File: config.mk
export PLATFORM = sky130hd
export DESIGN_NAME = baud_tick_gen
export DESIGN_NICKNAME = d
export VERILOG_FILES = /design/src/rtl/baud_tick_pkg.sv /design/src/rtl/baud_frac_accum.sv /design/src/rtl/baud_period_cnt.sv /design/src/rtl/baud_tick_gen.sv
export SDC_FILE = /design/constraint.sdc
export NUM_CORES = 1
export LEC_CHECK = 0
export ABC_CLOCK_PERIOD_IN_PS = 5010
export BUFFER_PORTS_ARGS = -buffer_cell sky130_fd_sc_hd__buf_2
export CORE_MARGIN = 5
export CORE_UTILIZATION = 40
export DETAILED_ROUTE_END_ITERATION = 7
export PLACE_DENSITY = 0.64
export SETUP_SLACK_MARGIN = 0.5
export SYNTH_ARGS = -nofsm -noshare
export SYNTH_HDL_FRONTEND = slang
export SYNTH_HIERARCHICAL = 1
export SYNTH_SLANG_ARGS = --single-unit
File: constraint.sdc
create_clock -name clk -period 5.01 [get_ports clk]
set_input_delay 0.501 -clock clk [delete_from_list [all_inputs] [get_ports clk]]
set_output_delay 0.501 -clock clk [all_outputs]
set_load 0.01 [all_outputs]
File: src/rtl/baud_tick_pkg.sv
package baud_tick_pkg;
    localparam int DEF_INT_W  = 16;
    localparam int DEF_FRAC_W = 6;

    typedef struct packed {
        logic tick;
    } tick_state_t;
endpackage

File: src/rtl/baud_frac_accum.sv
module baud_frac_accum #(
    parameter int FRAC_W = baud_tick_pkg::DEF_FRAC_W
) (
    input  logic              clk,
    input  logic              rst_n,
    input  logic              clear,
    input  logic              advance,
    input  logic [FRAC_W-1:0] frac,
    output logic [FRAC_W-1:0] acc,
    output logic              carry
);
    typedef struct packed {
        logic [FRAC_W-1:0] acc;
    } acc_state_t;

    acc_state_t st_d, st_q;
    logic [FRAC_W:0] sum_w;

    always_comb begin
        sum_w = {1'b0, st_q.acc} + {1'b0, frac};
        st_d  = st_q;
        if (clear) begin
            st_d.acc = '0;
        end else if (advance) begin
            st_d.acc = sum_w[FRAC_W-1:0];
        end
    end

    always_ff @(posedge clk or negedge rst_n) begin
        if (!rst_n) begin
            st_q <= '0;
        end else begin
            st_q <= st_d;
        end
    end

    assign acc   = st_q.acc;
    assign carry = sum_w[FRAC_W];

    // the accumulator only moves on a period boundary or a clear
    assert_acc_hold_R2: assert property (@(posedge clk) disable iff (!rst_n)
        (!clear && !advance) |=> $stable(acc));
endmodule

File: src/rtl/baud_period_cnt.sv
module baud_period_cnt #(
    parameter int INT_W = baud_tick_pkg::DEF_INT_W
) (
    input  logic             clk,
    input  logic             rst_n,
    input  logic             clear,
    input  logic [INT_W:0]   limit,
    output logic             wrap,
    output logic [INT_W-1:0] cnt
);
    typedef struct packed {
        logic [INT_W-1:0] cnt;
    } cnt_state_t;

    cnt_state_t st_d, st_q;
    logic [INT_W:0] next_w;

    always_comb begin
        next_w = {1'b0, st_q.cnt} + {{INT_W{1'b0}}, 1'b1};
        wrap   = !clear && (next_w >= limit);
        st_d   = st_q;
        if (clear || wrap) begin
            st_d.cnt = '0;
        end else begin
            st_d.cnt = next_w[INT_W-1:0];
        end
    end

    always_ff @(posedge clk or negedge rst_n) begin
        if (!rst_n) begin
            st_q <= '0;
        end else begin
            st_q <= st_d;
        end
    end

    assign cnt = st_q.cnt;

    // with a steady period length the count never reaches the length
    assert_cnt_below_limit_R1: assert property (@(posedge clk) disable iff (!rst_n)
        (!clear && !$past(clear) && $stable(limit)) |-> ({1'b0, cnt} < limit));
endmodule

File: src/rtl/baud_tick_gen.sv
module baud_tick_gen #(
    parameter int INT_W  = baud_tick_pkg::DEF_INT_W,
    parameter int FRAC_W = baud_tick_pkg::DEF_FRAC_W
) (
    input  logic              clk,
    input  logic              rst_n,
    input  logic              enable,
    input  logic [INT_W-1:0]  div_int,
    input  logic [FRAC_W-1:0] div_frac,
    output logic              tick
);
    import baud_tick_pkg::*;

    localparam int LIM_W = INT_W + 1;

    tick_state_t       st_d, st_q;
    logic              run_ok;
    logic              clear;
    logic              stretch;
    logic              wrap;
    logic [LIM_W-1:0]  limit;
    logic [FRAC_W-1:0] acc;
    logic [INT_W-1:0]  cnt;

    baud_frac_accum #(.FRAC_W(FRAC_W)) i_accum (
        .clk     (clk),
        .rst_n   (rst_n),
        .clear   (clear),
        .advance (wrap),
        .frac    (div_frac),
        .acc     (acc),
        .carry   (stretch)
    );

    baud_period_cnt #(.INT_W(INT_W)) i_cnt (
        .clk   (clk),
        .rst_n (rst_n),
        .clear (clear),
        .limit (limit),
        .wrap  (wrap),
        .cnt   (cnt)
    );

    always_comb begin
        run_ok    = enable && (div_int != '0);
        clear     = !run_ok;
        limit     = {1'b0, div_int} + {{INT_W{1'b0}}, stretch};
        st_d      = st_q;
        st_d.tick = run_ok && wrap;
    end

    always_ff @(posedge clk or negedge rst_n) begin
        if (!rst_n) begin
            st_q <= '0;
        end else begin
            st_q <= st_d;
        end
    end

    assign tick = st_q.tick;

    // a zero whole part never produces a tick
    assert_zero_div_silent_R5: assert property (@(posedge clk) disable iff (!rst_n)
        (enable && div_int == '0) |=> !tick);

    // disabling drops the tick and clears both state holders
    assert_idle_quiet_R6: assert property (@(posedge clk) disable iff (!rst_n)
        !enable |=> (!tick && cnt == '0 && acc == '0));

    // a tick is followed by another only when the period is one clock
    assert_single_pulse_R1: assert property (@(posedge clk) disable iff (!rst_n)
        (tick && enable && $stable(div_int) && div_int > 16'd2) |=> !tick);
endmodule

After elaboration in Yosys (flattened, before gate mapping). Index checks and enable logic that the tools add are counted.

Reductions and logical operators: 6. Magnitude comparators: 1. Muxes and demuxes: 3. Add/sub/neg operators: 3. Equality and inequality tests: 1.

Operator list (count): $add A16 B1 Y17 (1); $add A16 B1 Y17 const B (1); $ge A17 B17 Y1 (1); $mux W16 (1); $reduce_bool A16 Y1 (1); $mux W6 (2); $add A6 B6 Y7 (1); $logic_and A1 B1 Y1 (3); $ne A2 B1 Y1 const B (1); $logic_not A1 Y1 (1); $logic_or A1 B1 Y1 (1).

Logic and storage cells: 17. Register bits after elaboration: 23.

Longest topological paths before layout. Gate-level depths: netlist of run 1.

Word-level depth: 6. Gate-level depth with buffers: 21. Mapped depth without buffers: 20.

Modules after synthesis. The synthesis of run 1 kept the hierarchy.

Modules (own cells, without submodules): baud_period_cnt (sequential area each 400.4 um^2, area an instance 1227.4 um^2, instances 1, cells an instance 135); baud_frac_accum (sequential area each 150.1 um^2, area an instance 461.7 um^2, instances 1, cells an instance 49); baud_tick_gen (sequential area each 25.0 um^2, area an instance 381.6 um^2, instances 1, cells an instance 52).

Worst setup path before layout of run 1. No wires, ideal clock.

Path type: input to register. Start point: input port div_frac[0]. End point: register i_accum.st_q (netlist bit i_accum/acc[4]). Arrival time: 4156 ps. Library setup time: 124 ps. Path slack: 730 ps. Data required time: 4886 ps. Cell stages on the path: 19. Path through: ha_1 fa_1 a21o_1 a21oi_2 o21ai_0 ha_1 ha_1 nand4_1 nor4_2 xor2_1 inv_1 ha_1 nand4_1 or4_4 o21ai_0 o21ba_2 buf_2 nor2_1 a211o_1.

Longest elaborated chain between the ends: 5. Elaborated cells between the ends (all ways): 7.

RTL lines: from (decl) (line baud_tick_gen.sv:9) `input logic [FRAC_W-1:0] div_frac,`; $add A6 B6 Y7 (line baud_frac_accum.sv:20) `sum_w = {1'b0, st_q.acc} + {1'b0, frac};`; net stretch (line baud_tick_gen.sv:19) `logic stretch;`; $add A16 B1 Y17 (line baud_tick_gen.sv:47) `limit = {1'b0, div_int} + {{INT_W{1'b0}}, stretch};`; net limit[14] (line baud_tick_gen.sv:21) `logic [LIM_W-1:0] limit;`; $ge A17 B17 Y1 (line baud_period_cnt.sv:20) `wrap = !clear && (next_w >= limit);`; $logic_and A1 B1 Y1 (line baud_period_cnt.sv:20); net wrap (line baud_tick_gen.sv:20) `logic wrap;`; $ne A2 B1 Y1 (no source line); to (signal assigned) (line baud_frac_accum.sv:33) `st_q <= st_d;`; to (decl) (line baud_frac_accum.sv:16) `acc_state_t st_d, st_q;`.

The timed path passes the listed nets, and every way through them passes these cells. The select of a mux whose other input is x is not followed. A chain may end at the register's enable or synchronous reset.

Final worst setup path of run 1.
Start point: register i_accum.st_q (netlist bit i_accum/acc[0]). End point: register i_accum.st_q (netlist bit i_accum/acc[4]).

Longest elaborated chain between the ends: 5. Elaborated cells between the ends (all ways): 7.

RTL lines (line): $add A6 B6 Y7 (baud_frac_accum.sv:20); net stretch (baud_tick_gen.sv:19); $add A16 B1 Y17 (baud_tick_gen.sv:47); net limit[16] (baud_tick_gen.sv:21); $ge A17 B17 Y1 (baud_period_cnt.sv:20); $logic_and A1 B1 Y1 (baud_period_cnt.sv:20); net wrap (baud_tick_gen.sv:20); $ne A2 B1 Y1 (no source line).

The timed path passes the listed nets, and every way through them passes these cells. The select of a mux whose other input is x is not followed.

==> flow_metrics.py, run 1 <==
metrics = {
    "outcome": {
        "status": "complete, no violations",
    },
    "routing": {
        "wl_um": 4240,
        "dr.pass1.iters": 4,
        "viasPerCell": 5.12,
        "drt_iter0_drc": 77,
        "drcViolationCount": 0,
        "wl_per_cell_um": 12.7,
        "ant_nets": 0,
        "route.vias.total": 1710,
    },
    "die": {
        "die_area_um2": 6720,
        "fp.dieW_um": 82.0,
        "coreArea_um2": 5070,
        "initial_core_util_pct": 40.8,
        "die_h_um": 82.0,
        "pin_count": 26,
        "rows": 26,
    },
    "synthesis": {
        "yosys_register_bits": 23,
        "avgSynthCellArea_um2": 8.77,
        "seq_area_frac_synth_pct": 27.8,
        "synth_top_flop_cell": "dfrtp_1",
        "yosys_warnings": 6,
        "synth_edf_count": 0,
        "synthDistinctLibCells": 41,
        "synth_area_leaders": "dfrtp_1, ha_1, xor2_1",
        "netlist_area_um2": 2070,
        "syn_nets": 288,
        "synth_area_leader_cell": "dfrtp_1",
        "async_reset_ff_share_pct": 100,
        "synth_cells": 236,
        "synth_top_area_share_pct": 27.8,
    },
    "placement": {
        "place_ws_ns": 0.160,
        "gp_congestion": 0.862,
        "io_buffers": 25,
        "dp_hpwl_um": 3400,
    },
    "cts": {
        "cts_root_buffer": "clkbuf_8",
        "cts_buffer_depth": 2,
        "cts_buffers": 3,
        "ctsHoldBuffers": 0,
        "cts_num_sinks": 23,
        "h-tree-depth": 1,
        "clk_latency_ns": 0.26,
        "tritoncts": "built",
        "path_clk_slew_ns": 0.08,
    },
    "grt": {
        "busiest_layer": "met2",
        "antenna_found_initial": 0,
        "use_met3_pct": 2.85,
        "met1_usage_pct": 15.9,
        "use_met2_pct": 24.2,
        "grt_usage_pct": 13.4,
        "grt_max_degree": 24,
        "grt_pass1_wl_um": 7070,
        "grt_pass1_vias": 1628,
        "grt-ovfl-total": 0,
    },
    "finish": {
        "multi_input_area_um2": 1400,
        "utilization_pct": 46.2,
        "layout_common_cells": "buf_2, ha_1, dfrtp_1",
        "fin_nets": 317,
        "ff_latch_area_um2": 576,
        "drive_gt1_share_pct": 17.4,
        "fillerInstances": 504,
        "syn_to_final_growth_pct": 13.1,
        "final_common_cell": "buf_2",
        "insertedDiodeCount": 0,
    },
    "timing": {
        "final.setup.worst_slack_ns": 0.731,
        "rsz0062_at_grt": "no",
        "slew_headroom_pct": 60.4,
        "setup_viol": 0,
        "finalCritPeriodShare_pct": 85.4,
        "min_period_ns": 4.28,
        "fmax_ghz": 0.234,
        "fin_setup_tns_ns": 0,
        "worst_hold_slack_ns": 0.200,
        "slew_viol_final": 0,
        "finalHoldViolCount": 0,
        "clock_skew_ns": 0.00336,
        "tightest_slew_ns": 0.590,
    },
    "worst_setup_path": {
        "cp.required_ns": 5.16,
        "end_kind": "register",
        "r2r_end": "i_accum/acc[4]$_DFFE_PN0P_",
        "r2r-start": "i_accum/acc[0]$_DFFE_PN0P_",
        "reg2reg_depth": 18,
        "critical_path_class": "register to register",
        "cp-start-kind": "register",
        "cp.arrival_ns": 4.43,
        "crit_fanout": 8,
        "ff2ff_setup_slack_ns": 0.73,
    },
    "job": {
        "max-cap-violations": 0,
    },
    "pwr": {
        "power_uw": 365,
        "power_per_cell_area_nw_per_um2": 156,
        "leakagePower_nw": 1.17,
        "vdd_ir_drop_max_uv": 162,
    },
    "hold_path": {
        "hp-class": "primary input to async pin",
    },
}
[kinds of logic after synthesis]
group	synth area share, %
compound gates	9.91
simple gates	27.6
buf+inv	5.26
mux	0.967
xor+xnor	11.8
flops	27.8
fa+ha+maj	16.7
[stage by stage]
stage                     instances  cell area, um^2
after global routing            334             2340
after floorplan                 236             2070
after detailed placement        327             2260
final                           334             2340
after global placement          327             2260
after CTS                       334             2330
[critical path, stage by stage (launching register included)]
cell and delay [ns]:
dfrtp_1 0.36, ha_2 0.20, fa_1 0.20, a21o_1 0.14, a21oi_2 0.07, o21ai_2 0.16, ha_2 0.21, ha_2 0.21
nand4_1 0.18, nor4_2 0.38, and3_1 0.21, inv_1 0.04, ha_1 0.30, nand4_1 0.14, or4_4 0.59, o21ai_1 0.17
o21ba_4 0.21, nor2_1 0.08, a211o_1 0.32
[where the power goes]
| part | internal, mW | switching [mW] | leakage [nW] |
|---|---|---|---|
| combinational | 0.0237 | 0.0369 | 0.833 |
| sequential | 0.187 | 0.00193 | 0.319 |
| clock | 0.0568 | 0.0578 | 0.0228 |
[layer usage]
| layer | vias to the layer above | routed length (um) |
|---|---|---|
| met4 | 0 | 44 |
| met1 | 805 | 1960 |
| met3 | 5 | 93 |
| met5 | - | 0 |
| met2 | 18 | 2130 |
| li1 | 882 | - |
[state kept, by name (all words and copies together), names as in the netlist]
register / count
i_cnt/cnt: 16
i_accum/acc: 6
tick: 1
[worst max path at each step]
stage	from	endpoint	slack (ns)	cells past startpoint
finish	i_accum/acc[0]$_DFFE_PN0P_	i_accum/acc[4]$_DFFE_PN0P_	0.73	18
global route	i_accum/acc[0]$_DFFE_PN0P_	i_accum/acc[4]$_DFFE_PN0P_	0.51	18
CTS	i_accum/acc[0]$_DFFE_PN0P_	i_accum/acc[5]$_DFFE_PN0P_	0.51	18
detailed placement	div_frac[0]	i_accum/acc[5]$_DFFE_PN0P_	0.16	19
global placement	div_frac[0]	i_accum/acc[5]$_DFFE_PN0P_	0.33	19
floorplan	div_frac[0]	i_accum/acc[4]$_DFFE_PN0P_	0.73	19
[area by class of cell]
cell class / count / share of cell area, %
tap: 70 / 3.74
sequential: 23 / 24.6
inverter: 22 / 3.53
clock buffer: 4 / 1.92
multi-input combinational: 187 / 59.9
timing repair buffer: 28 / 6.30
[synthesized netlist by cell type (3+ instances only)]
master / count
a21oi_1: 11
buf_2: 3
dfrtp_1: 23
ha_1: 26
inv_1: 22
nand2_1: 18
nand3_1: 15
nand4_1: 6
nor2_1: 18
nor2b_1: 15
nor3_1: 7
nor4_1: 4
nor4_2: 3
o21ai_0: 5
xnor2_1: 12
xor2_1: 16
[timing repair]
item / CTS / global route
pin swaps: 1 / 2
gates resized for setup: 1 / 7
endpoints found under the setup margin: 3 / 6
setup buffers: 3 / 0
No activity file was read; power rests on OpenSTA's default activity.
==> run 2, diff against run 1 <==
--- a/config.mk
+++ b/config.mk
@@ -5,12 +5,13 @@
 export SDC_FILE = /design/constraint.sdc
 export NUM_CORES = 1
 export LEC_CHECK = 0
+export ABC_AREA = 1
 export ABC_CLOCK_PERIOD_IN_PS = 5010
 export BUFFER_PORTS_ARGS = -buffer_cell sky130_fd_sc_hd__buf_2
-export CORE_MARGIN = 5
+export CORE_MARGIN = 4
 export CORE_UTILIZATION = 40
 export DETAILED_ROUTE_END_ITERATION = 7
-export PLACE_DENSITY = 0.64
+export PLACE_DENSITY = 0.63
 export SETUP_SLACK_MARGIN = 0.5
 export SYNTH_ARGS = -nofsm -noshare
 export SYNTH_HDL_FRONTEND = slang
==> run 2 against run 1 <==
Compared with the run above: sequential power about the same; power increased by 0.24%; core utilization hardly changed; critical endpoint is now i_accum/acc[2]$_DFFE_PN0P_; largest power group unchanged; sequential share of layout area is 2.2 points lower; fmax rose by 7.6%.
==> flow_metrics.py, run 2 <==
metrics = {
    "finish": {
        "multi_input_area_um2": 1490,
        "final_common_cell": "nand2_1",
        "insertedDiodeCount": 0,
        "largest_reg_flops": 16,
        "fin_cells": 450,
        "utilization_pct": 46.2,
        "fillerInstances": 597,
        "ff_latch_area_um2": 576,
        "fin_area_um2": 2570,
        "drive_gt1_share_pct": 13.5,
        "fin_nets": 431,
        "syn_to_final_growth_pct": 10.7,
        "layout_common_cells": "nand2_1, inv_1, nor2_1",
    },
    "routing": {
        "ant_nets": 0,
        "wl_per_cell_um": 10.5,
        "dr.pass1.iters": 4,
        "drt_iter0_drc": 68,
        "wl_um": 4720,
        "route.vias.total": 2109,
        "drcViolationCount": 0,
        "viasPerCell": 4.69,
    },
    "synthesis": {
        "netlist_area_um2": 2320,
        "synth_edf_count": 0,
        "yosys_register_bits": 23,
        "syn_nets": 402,
        "synth_top_flop_cell": "dfrtp_1",
        "synth_area_leaders": "dfrtp_1, nand2_1, ha_1",
        "seq_area_frac_synth_pct": 24.8,
        "yosys-top-cells-count": "nand2_1, inv_1, nor2_1",
        "synth_area_leader_cell": "dfrtp_1",
        "async_reset_ff_share_pct": 100,
        "synthDistinctLibCells": 28,
        "synth_cells": 350,
        "avgSynthCellArea_um2": 6.64,
        "yosysMostFrequentCell": "nand2_1",
        "yosys_warnings": 6,
        "synth_top_area_share_pct": 24.8,
    },
    "die": {
        "pin_count": 26,
        "initial_core_util_pct": 41.7,
        "fp.dieW_um": 84.2,
        "die_area_um2": 7100,
        "die_h_um": 84.2,
        "coreArea_um2": 5570,
        "rows": 27,
    },
    "cts": {
        "cts_root_buffer": "clkbuf_8",
        "cts-resized-gates": 0,
        "cts_num_sinks": 23,
        "h-tree-depth": 1,
        "cts_buffers": 3,
        "clk_latency_ns": 0.26,
        "tritoncts": "built",
        "cts_setup_buffers": 0,
        "path_clk_slew_ns": 0.08,
        "cts_buffer_depth": 2,
        "ctsHoldBuffers": 0,
    },
    "grt": {
        "grt_max_degree": 24,
        "grt-ovfl-total": 0,
        "grt_usage_pct": 14.1,
        "antenna_found_initial": 0,
        "grt_pass1_wl_um": 8510,
        "grt_pass1_vias": 2003,
    },
    "outcome": {
        "status": "complete, no violations",
    },
    "worst_setup_path": {
        "cp-start-kind": "register",
        "cp_slowest_stage_delay_ns": 0.41,
        "end_kind": "register",
        "cp.arrival_ns": 4.14,
        "ff2ff_setup_slack_ns": 1.03,
        "r2r-start": "i_accum/acc[0]$_DFFE_PN0P_",
        "critical_path_class": "register to register",
        "cp.required_ns": 5.17,
        "reg2reg_depth": 28,
        "r2r_end": "i_accum/acc[2]$_DFFE_PN0P_",
        "cp_slowest_cell": "fa_1",
        "crit_fanout": 6,
        "crit_top_cell": "nand2_1",
    },
    "pwr": {
        "power_uw": 365,
        "seq_power_share_pct": 51.7,
        "p_clk_share_pct": 30.5,
        "leakagePower_nw": 1.48,
        "internal_power_uw": 268,
        "vdd_ir_drop_max_uv": 106,
        "combPwrFrac_pct": 17.8,
        "power_per_cell_area_nw_per_um2": 142,
        "netSwitchingFraction_pct": 26.6,
        "power.switching_uw": 97.1,
    },
    "timing": {
        "clock_skew_ns": 0.00363,
        "finalHoldViolCount": 0,
        "fin_setup_tns_ns": 0,
        "slew_viol_final": 0,
        "fmax_ghz": 0.251,
        "final.setup.worst_slack_ns": 1.03,
        "min_period_ns": 3.98,
        "finalCritPeriodShare_pct": 79.4,
        "rsz0062_at_grt": "no",
        "slew_headroom_pct": 67.1,
        "worst_hold_slack_ns": 0.201,
        "setup_viol": 0,
        "tightest_slew_ns": 0.494,
    },
    "placement": {
        "dp_hpwl_um": 4060,
        "placed_cells": 446,
        "place_area_um2": 2530,
        "io_buffers": 25,
        "gp_congestion": 0.847,
        "place_ws_ns": 0.861,
    },
    "hold_path": {
        "hp-class": "primary input to async pin",
    },
    "job": {
        "max-cap-violations": 0,
    },
}
## run 2: cell count changes after synthesis, sizes merged, moves of 6 or more
| cell | change |
|---|---|
| inv | +43 |
| nand2 | +80 |
| nor2 | +48 |
| nor2b | -15 |
| nor4 | -7 |
| xnor2 | -6 |
## run 2: final cells by class
| cell class | count | area share, % |
|---|---|---|
| Sequential cell | 23 | 22.4 |
| Multi-Input combinational cell | 261 | 58.0 |
| Timing Repair Buffer | 25 | 4.86 |
| Clock buffer | 4 | 1.75 |
| Inverter | 65 | 9.48 |
| Tap cell | 72 | 3.50 |
## run 2: critical path, delay by kind of cell (launching register included)
| family | cells | cell delay (ns) |
|---|---|---|
| AND/OR/NAND/NOR | 15 | 1.45 |
| adder cells (fa/ha/maj) | 5 | 1.40 |
| AO/OA/AOI/OAI | 4 | 0.44 |
| flip-flops | 1 | 0.39 |
| buffers and inverters | 4 | 0.19 |
## run 2: logic make-up after synthesis
group | count (synthesis) | synth area share (%)
fa+ha+maj | 27 | 14.9
flops | 23 | 24.8
buf+inv | 66 | 11.0
compound gates | 18 | 4.63
simple gates | 198 | 38.0
xor+xnor | 18 | 6.78
## run 2: worst max path at each step
| stage | slack (ns) | startpoint | cells after the start | endpoint |
|---|---|---|---|---|
| global route | 0.67 | i_accum/acc[0]$_DFFE_PN0P_ | 28 | i_accum/acc[2]$_DFFE_PN0P_ |
| CTS | 1.03 | i_accum/acc[0]$_DFFE_PN0P_ | 28 | i_accum/acc[2]$_DFFE_PN0P_ |
| finish | 1.03 | i_accum/acc[0]$_DFFE_PN0P_ | 28 | i_accum/acc[2]$_DFFE_PN0P_ |
| global placement | 0.92 | div_frac[0] | 28 | i_accum/acc[1]$_DFFE_PN0P_ |
| detailed placement | 0.86 | div_frac[0] | 28 | i_accum/acc[1]$_DFFE_PN0P_ |
| floorplan | 1.38 | div_frac[0] | 27 | i_accum/acc[4]$_DFFE_PN0P_ |
## run 2: power by group through the flow
stage               Combinational [mW]  Sequential [mW]  Clock (mW)
floorplan                       0.0393            0.192           0
global placement                0.0653            0.193           0
detailed placement              0.0663            0.193           0
CTS                             0.0665            0.189       0.117
global route                    0.0774            0.189       0.126
finish                          0.0651            0.189       0.111
## run 2: metal layers
layer	share of wire [%]	up-vias	track usage, %
li1	-	1136	-
met1	48	942	19.0
met2	49	27	24.4
met3	2.4	4	2.36
met4	0.57	0	1.32
met5	0	-	0
